===== src/rtl/cfg_port_ctrl.sv =====
module cfg_port_ctrl #(
  parameter logic [15:0] PORT_BASE = 16'h004E,
  parameter int          NUM_DEV   = 3,
  parameter logic [7:0]  FIRST_LDN = 8'h04
) (
  input  logic                   clk,
  input  logic                   rst_n,
  input  logic [15:0]            io_addr,
  input  logic                   io_wr,
  input  logic                   io_rd,
  input  logic [7:0]             io_wdata,
  output logic [7:0]             io_rdata,
  output logic [NUM_DEV-1:0]     dev_en,
  output logic [16*NUM_DEV-1:0]  dev_base,
  output logic [1:0]             clk_div_sel,
  output logic                   irq_en
);
  localparam logic [15:0] DATA_PORT = PORT_BASE + 16'd1;

  logic       unlocked, armed;
  logic [7:0] idx, ldn, rel;
  logic [1:0] div_f;
  logic [NUM_DEV-1:0] hit;

  wire idx_wr  = io_wr && io_addr == PORT_BASE;
  wire dat_wr  = io_wr && io_addr == DATA_PORT && unlocked;
  wire [7:0] key_a = unlocked ? 8'h68 : 8'h80;
  wire [7:0] key_b = unlocked ? 8'h08 : 8'h86;

  assign rel = ldn - FIRST_LDN;
  always_comb
    for (int i = 0; i < NUM_DEV; i++)
      hit[i] = ldn >= FIRST_LDN && rel == 8'(i);

  always_ff @(posedge clk) begin
    if (!rst_n) begin
      unlocked <= 1'b0;
      armed    <= 1'b0;
    end else if (idx_wr) begin
      if (armed) begin
        armed <= 1'b0;
        if (io_wdata == key_b) unlocked <= !unlocked;
      end else begin
        armed <= io_wdata == key_a;
      end
    end
  end

  always_ff @(posedge clk) begin
    if (!rst_n) begin
      idx    <= 8'h00;
      ldn    <= 8'h00;
      div_f  <= 2'b00;
      irq_en <= 1'b0;
    end else begin
      if (idx_wr && unlocked) idx <= io_wdata;
      if (dat_wr && idx == 8'h07) ldn <= io_wdata;
      if (dat_wr && idx == 8'h29) begin
        div_f  <= io_wdata[3:2];
        irq_en <= io_wdata[0];
      end
    end
  end

  always_ff @(posedge clk) begin
    if (!rst_n) begin
      dev_en   <= '0;
      dev_base <= '0;
    end else if (dat_wr) begin
      for (int i = 0; i < NUM_DEV; i++) begin
        if (hit[i]) begin
          if (idx == 8'h30) dev_en[i] <= io_wdata[0];
          if (idx == 8'h60) dev_base[16*i+8 +: 8] <= io_wdata;
          if (idx == 8'h61) dev_base[16*i   +: 8] <= io_wdata;
        end
      end
    end
  end

  assign clk_div_sel = (div_f == 2'b11) ? 2'b00 : div_f;

  always_comb begin
    io_rdata = 8'h00;
    if (io_rd && io_addr == PORT_BASE) begin
      io_rdata = unlocked ? idx : 8'hFF;
    end else if (io_rd && io_addr == DATA_PORT) begin
      if (!unlocked) io_rdata = 8'hFF;
      else begin
        case (idx)
          8'h07: io_rdata = ldn;
          8'h29: io_rdata = {4'h0, div_f, 1'b0, irq_en};
          default: io_rdata = 8'h00;
        endcase
        for (int i = 0; i < NUM_DEV; i++) begin
          if (hit[i]) begin
            if (idx == 8'h30) io_rdata = {7'h00, dev_en[i]};
            if (idx == 8'h60) io_rdata = dev_base[16*i+8 +: 8];
            if (idx == 8'h61) io_rdata = dev_base[16*i   +: 8];
          end
        end
      end
    end
  end
endmodule



===== config.mk =====
export PLATFORM = sky130hd
export DESIGN_NAME = cfg_port_ctrl
export DESIGN_NICKNAME = d
export VERILOG_FILES = /design/src/rtl/cfg_port_ctrl.sv
export SDC_FILE = /design/constraint.sdc
export NUM_CORES = 1
export LEC_CHECK = 0
export CAP_MARGIN = 20
export CORE_MARGIN = 2
export CORE_UTILIZATION = 53
export CTS_BUF_LIST = sky130_fd_sc_hd__clkbuf_16
export DETAILED_ROUTE_END_ITERATION = 10
export PLACE_DENSITY = 0.95
export SLEW_MARGIN = 20
export SYNTH_ARGS = -nofsm -noshare
export SYNTH_HDL_FRONTEND = slang
export SYNTH_SLANG_ARGS = --single-unit

===== constraint.sdc =====
create_clock -name clk -period 6 [get_ports clk]
set_input_delay 1.2 -clock clk [delete_from_list [all_inputs] [get_ports clk]]
set_output_delay 1.2 -clock clk [all_outputs]
set_load 0.05 [all_outputs]

==> results of run 1 <==
[sequential cells by signal, indices dropped and copies added, names as in the netlist]
signal,count
unlocked,1
div_f,2
irq_en,1
dev_base,48
ldn,8
dev_en,3
armed,1
idx,8
[synthesized netlist by cell type (5+ instances only)]
| library cell | instances |
|---|---|
| a21oi_1 | 17 |
| nor2_1 | 25 |
| nor3_4 | 5 |
| mux2_2 | 12 |
| mux2i_1 | 64 |
| a211oi_1 | 5 |
| dfxtp_1 | 72 |
| nor4_1 | 6 |
| clkbuf_1 | 13 |
| a311oi_1 | 5 |
| nor3_1 | 13 |
| nand2_1 | 87 |
| a22oi_1 | 5 |
[critical path, cell delays in order]
cell and delay (ns):
clkdlybuf4s50_1 0.42, nor4_1 0.45, and3_1 0.29, nand3_1 0.29, o21bai_1 0.29, a31oi_1 0.22
clkdlybuf4s50_1 0.84
[how the worst max path moves through the flow]
stage,start,to,slack (ns),cells after the start
6_report,io_addr[8],io_rdata[2],0.80,7
5_1_grt,io_addr[8],io_rdata[3],0.67,7
3_5_place_dp,io_addr[8],io_rdata[3],0.89,7
2_1_floorplan,io_addr[5],io_rdata[6],1.61,4
3_3_place_gp,io_addr[5],io_rdata[2],0.96,7
4_1_cts,io_addr[8],io_rdata[3],0.86,7
[area by class of cell]
cell class / count / area [µm²] / area share
multi-input cells: 303 / 2130 / 0.435
flip-flops and latches: 72 / 1440 / 0.295
repair buffers: 92 / 908 / 0.186
clock buffers: 9 / 225 / 0.0460
well taps: 80 / 100 / 0.0205
clock inverters: 7 / 77.6 / 0.0159
inverters: 3 / 11.3 / 0.00230
[per-stage QoR]
stage | area (µm²) | utilization | setup WS [ns] | power [mW] | hold slack, ns
4_1_cts | 4890 | 0.724 | 0.861 | 1.07 | 0.477
5_1_grt | 4890 | 0.724 | 0.665 | 1.09 | 0.500
3_5_place_dp | 4590 | 0.679 | 0.892 | 0.531 | 0.464
2_1_floorplan | 3670 | - | 1.61 | 0.503 | 0.445
6_report | 4890 | 0.724 | 0.800 | 1.07 | 0.475
3_3_place_gp | 4590 | 0.679 | 0.961 | 0.530 | 0.458
[cells by family (layout without fill, tap and decap cells)]
kind of cell / after synthesis / in the layout
compound gates: 54 / 54
buf+inv: 23 / 111
simple gates: 171 / 171
flops: 72 / 72
mux: 78 / 78
[power groups by stage]
| stage | logic, mW | registers [mW] | clock network, mW |
|---|---|---|---|
| after floorplan | 0.0148 | 0.489 | 0 |
| after global placement | 0.0410 | 0.489 | 0 |
| after detailed placement | 0.0426 | 0.489 | 0 |
| after CTS | 0.0429 | 0.478 | 0.549 |
| after global routing | 0.0464 | 0.478 | 0.569 |
| final | 0.0440 | 0.478 | 0.545 |
[per-layer routing]
| metal | track usage | vias up | share of wire |
|---|---|---|---|
| li1 | - | 1613 | - |
| met1 | 0.391 | 1701 | 0.39 |
| met2 | 0.498 | 261 | 0.47 |
| met3 | 0.0853 | 41 | 0.11 |
| met4 | 0.134 | 0 | 0.034 |
| met5 | 0 | - | 0 |
==> flow_metrics.py, run 1 <==
metrics = {
    "status": {
        "status": "completed",
    },
    "power": {
        "p_per_area_mw_per_mm2": 218,
        "power.share.clock": 0.511,
        "power_frac_comb": 0.041,
        "switching_share": 0.230,
        "vdd_drop_max_uv": 165,
        "intPower_mw": 0.822,
        "power_switching_mw": 0.245,
        "seq_power_share": 0.448,
        "p_leak_nw": 1.59,
    },
    "setup_path": {
        "crit_type": "in2out",
        "r2r-start": "idx[0]",
        "critPathMaxFanout": 7,
        "worst_setup_path_end_kind": "primary output",
        "reg2reg_depth": 6,
        "start_kind": "input pin",
        "r2r-end": "ldn[1]",
        "reg2reg_slack_ns": 3.22,
        "cp.arrival_ns": 4.00,
        "cp_data_required_time_ns": 4.80,
    },
    "clocking": {
        "clock_latency_ns": 0.34,
        "postCtsHoldBufs": 0,
        "cts_buffers": 9,
        "cts_sinks": 72,
        "post_cts_buffers": 0,
        "cts_root_buf": "clkbuf_16",
        "cts_tree": "done",
        "cts_resized": 0,
        "clk_pin_slew_ns": 0.06,
        "htree_levels": 3,
        "ctsLongestPathBuffers": 2,
    },
    "timing": {
        "clock_skew_ns": 0.00909,
        "fmax_mhz": 192,
        "worst_slew_pin_slew_ns": 1.06,
        "fin_setup_tns_ns": 0,
        "rsz0062_at_grt": "no",
        "slew_viol_final": 0,
        "fin_crit_sh": 0.867,
        "setup_violations": 0,
        "slew_headroom": 0.287,
        "hold_violations": 0,
        "period_needed_ns": 5.20,
    },
    "yosys": {
        "synth_xor_area_frac": 0,
        "synth.top_cell.area_share": 0.393,
        "synth-simple-area-share": 0.253,
        "avgSynthCellArea_um2": 9.22,
        "synth_top_family_by_area": "simple AND/OR/NAND/NOR gates",
        "syn-num-nets": 426,
        "synth.top_cells.by_area": "dfxtp_1 (39%), mux2i_1 (17%), nand2_1 (8.9%)",
        "synth_cell_type_count": 53,
        "yosysSeqAreaShare": 0.393,
        "synthesis.area_mm2": 0.00367,
        "synth_edf_count": 0,
        "synthAdderAreaFrac": 0,
        "netlist_instances": 398,
        "synth_ff_type": "dfxtp_1",
        "synth_top_area_cell": "dfxtp_1",
        "synth-compound-area-share": 0.104,
        "synth_warnings": 0,
        "ys_ff_latch": 72,
        "synthMuxAreaShare": 0.224,
        "synthArstFlopShare": 0,
    },
    "global_route": {
        "grt_pass1_vias": 3491,
        "grt_antenna_before_repair": 0,
        "grt_max_degree": 61,
        "grt_pass1_wl_um": 17900,
        "gr-total-overflow": 0,
        "grtUsageTotal": 0.310,
    },
    "drt": {
        "drc": 0,
        "via_per_inst": 6.39,
        "vias": 3616,
        "detail-route-antenna-nets": 0,
        "routed_wl_um": 11700,
        "firstDrtPassIters": 5,
        "drt-wirelength-per-cell_um": 20.7,
        "drtIter0Drc": 347,
    },
    "worst_hold_path": {
        "hp-start": "dev_base[23]",
        "hold_class": "reg2reg",
        "whs_endpoint": "dev_base[23]",
        "whs_path_depth": 2,
    },
    "final_layout": {
        "final_common_cell": "clkdlybuf4s50_1",
        "areaGrowthSynthToFinish_pct": 33.3,
        "nets": 509,
        "fin_cells": 566,
        "drive_gt1_frac": 0.105,
        "antennaDiodeCount": 0,
        "final_cell_mix": "clkdlybuf4s50_1 (88), nand2_1 (87), dfxtp_1 (72), mux2i_1 (64), nor2_1 (25)",
        "fillers": 458,
    },
    "placement": {
        "globalplace.congestion": 0.935,
        "portBuffers": 89,
        "dpl.hpwl_um": 7830,
        "dp.cells": 550,
    },
    "floorplan": {
        "dieArea_mm2": 0.00761,
        "start_util": 0.543,
        "fp.dieW_um": 87.2,
        "core_mm2": 0.00676,
        "rows": 30,
        "fp.dieH_um": 87.2,
        "io_pins": 90,
    },
    "job": {
        "drv_cap": 0,
    },
}
Note: power is estimated with default switching activity, not from simulation.
==> inputs of run 2 (changes only) <==
--- a/config.mk
+++ b/config.mk
@@ -6,7 +6,7 @@
 export NUM_CORES = 1
 export LEC_CHECK = 0
 export CAP_MARGIN = 20
-export CORE_MARGIN = 2
+export CORE_MARGIN = 4
 export CORE_UTILIZATION = 53
 export CTS_BUF_LIST = sky130_fd_sc_hd__clkbuf_16
 export DETAILED_ROUTE_END_ITERATION = 10
==> run 2 against run 1 <==
Final cell count is 0.18% lower. Total power hardly changed. Global-route usage is 2.5 points lower. Via count is 1.4% higher. Clock skew is 0.0014 ns higher. Design area is 0.10% higher. Count of clock-buffer cells in the layout stayed put. Setup slack worse by 0.10 ns.
==> flow_metrics.py, run 2 (synthesis results as in run 1) <==
metrics = {
    "timing": {
        "setup_ws_ns": 0.700,
        "setup_violations": 0,
        "slew_viol_final": 0,
        "rsz0062_at_grt": "no",
        "period_needed_ns": 5.30,
        "fin_crit_sh": 0.883,
        "slew_headroom": 0.314,
        "worst_slew_pin_slew_ns": 1.03,
        "fmax_mhz": 189,
        "hold-worst-slack_ns": 0.475,
        "hold_violations": 0,
        "fin_setup_tns_ns": 0,
        "clock_skew_ns": 0.0105,
    },
    "setup_path": {
        "critPathBufInv": 2,
        "crit_chain": "clkdlybuf4s50_1 > nor4_1 > and3_1 > nand3_1 > o21bai_1 > a31oi_1 > clkdlybuf4s50_1",
        "path_common_cell": "clkdlybuf4s50_1",
        "start_kind": "input pin",
        "critPathMaxFanout": 7,
        "cp_top_family": "buffers and inverters",
        "slowest_stage": "clkdlybuf4s50_1",
        "cp.arrival_ns": 4.10,
        "worst_setup_path_end_kind": "primary output",
        "cp_data_required_time_ns": 4.80,
        "crit_type": "in2out",
        "slowest_delay_ns": 0.87,
    },
    "drt": {
        "drtIter0Drc": 294,
        "via_per_inst": 6.49,
        "firstDrtPassIters": 5,
        "drc": 0,
        "routed_wl_um": 11900,
        "drt-wirelength-per-cell_um": 21.0,
        "detail-route-antenna-nets": 0,
        "vias": 3665,
    },
    "placement": {
        "dpl.hpwl_um": 7870,
        "dp.cells": 549,
        "globalplace.congestion": 0.918,
        "place_ws_ns": 0.893,
        "portBuffers": 89,
    },
    "clocking": {
        "cts_root_buf": "clkbuf_16",
        "ctsLongestPathBuffers": 2,
        "post_cts_buffers": 0,
        "cts_buffers": 9,
        "cts_sinks": 72,
        "postCtsHoldBufs": 0,
        "htree_levels": 3,
        "cts_resized": 0,
        "clock_latency_ns": 0.34,
        "cts_tree": "done",
        "clk_pin_slew_ns": 0.06,
    },
    "floorplan": {
        "dieArea_mm2": 0.00832,
        "fp.dieH_um": 91.2,
        "fp.dieW_um": 91.2,
        "start_util": 0.543,
        "rows": 30,
        "core_mm2": 0.00676,
        "io_pins": 90,
    },
    "final_layout": {
        "fin_cells": 565,
        "regMostFlops": "dev_base",
        "final_common_cell": "clkdlybuf4s50_1",
        "final_cell_mix": "clkdlybuf4s50_1 (88), nand2_1 (87), dfxtp_1 (72), mux2i_1 (64), nor2_1 (25)",
        "largest_reg_flops": 48,
        "drive_gt1_frac": 0.105,
        "areaGrowthSynthToFinish_pct": 33.5,
        "nets": 508,
        "fillers": 431,
        "antennaDiodeCount": 0,
        "biggestRegsByFlops": "dev_base (48), idx (8), ldn (8)",
    },
    "power": {
        "p_per_area_mw_per_mm2": 218,
        "power_switching_mw": 0.244,
        "power.share.clock": 0.511,
        "p_leak_nw": 1.60,
        "seq_power_share": 0.448,
        "switching_share": 0.229,
        "vdd_drop_max_uv": 153,
        "intPower_mw": 0.823,
        "power_frac_comb": 0.040,
    },
    "global_route": {
        "grt_max_degree": 61,
        "grtUsageTotal": 0.285,
        "grt_pass1_wl_um": 18900,
        "gr-total-overflow": 0,
        "grt_pass1_vias": 3683,
        "grt_antenna_before_repair": 0,
    },
    "worst_hold_path": {
        "hold_class": "reg2reg",
    },
    "job": {
        "drv_cap": 0,
    },
    "status": {
        "status": "completed",
    },
}
run 2: final timing paths:
| path | startpoint | endpoint | slack (ns) | cells past startpoint |
|---|---|---|---|---|
| max | io_addr[5] | io_rdata[3] | 0.70 | 7 |
| min | dev_base[31] | dev_base[31] | 0.48 | 2 |
| max reg2reg | unlocked | dev_base[42] | 3.37 | 3 |
| min reg2reg | dev_base[31] | dev_base[31] | 0.48 | 2 |
run 2: power by group through the flow:
| stage | registers, mW | clock network [mW] | logic [mW] |
|---|---|---|---|
| 2_1_floorplan | 0.489 | 0 | 0.0148 |
| 3_3_place_gp | 0.489 | 0 | 0.0405 |
| 3_5_place_dp | 0.489 | 0 | 0.0419 |
| 4_1_cts | 0.478 | 0.546 | 0.0421 |
| 5_1_grt | 0.478 | 0.569 | 0.0453 |
| 6_report | 0.478 | 0.545 | 0.0430 |
run 2: worst reg2reg max path, cell delays in order, from the launching register on:
cell	delay, ns
dfxtp_1	0.44
nand4_1	0.73
nor3_2	1.09
mux2i_1	0.29
run 2: final cells by class:
cell class                      instances  area [µm²]  area share
Timing Repair Buffer                   91         901       0.184
Tap cell                               80         100      0.0204
Inverter                                3        11.3     0.00230
Clock inverter                          7        77.6      0.0158
Clock buffer                            9         225      0.0460
Sequential cell                        72        1440       0.294
Multi-Input combinational cell        303        2140       0.437
run 2: metrics by stage:
| step | total power, mW | area [µm²] | util |
|---|---|---|---|
| CTS | 1.07 | 4890 | 0.723 |
| global route | 1.09 | 4900 | 0.725 |
| global placement | 0.529 | 4580 | 0.678 |
| finish | 1.07 | 4900 | 0.725 |
| floorplan | 0.503 | 3670 | - |
| detailed placement | 0.530 | 4580 | 0.678 |
run 2: routing by layer:
layer / routed length [µm] / share of wire / global-route usage
met5: 0 / 0 / 0
met2: 5670 / 0.48 / 0.453
met4: 306 / 0.026 / 0.114
met1: 4720 / 0.40 / 0.363
met3: 1180 / 0.10 / 0.0829
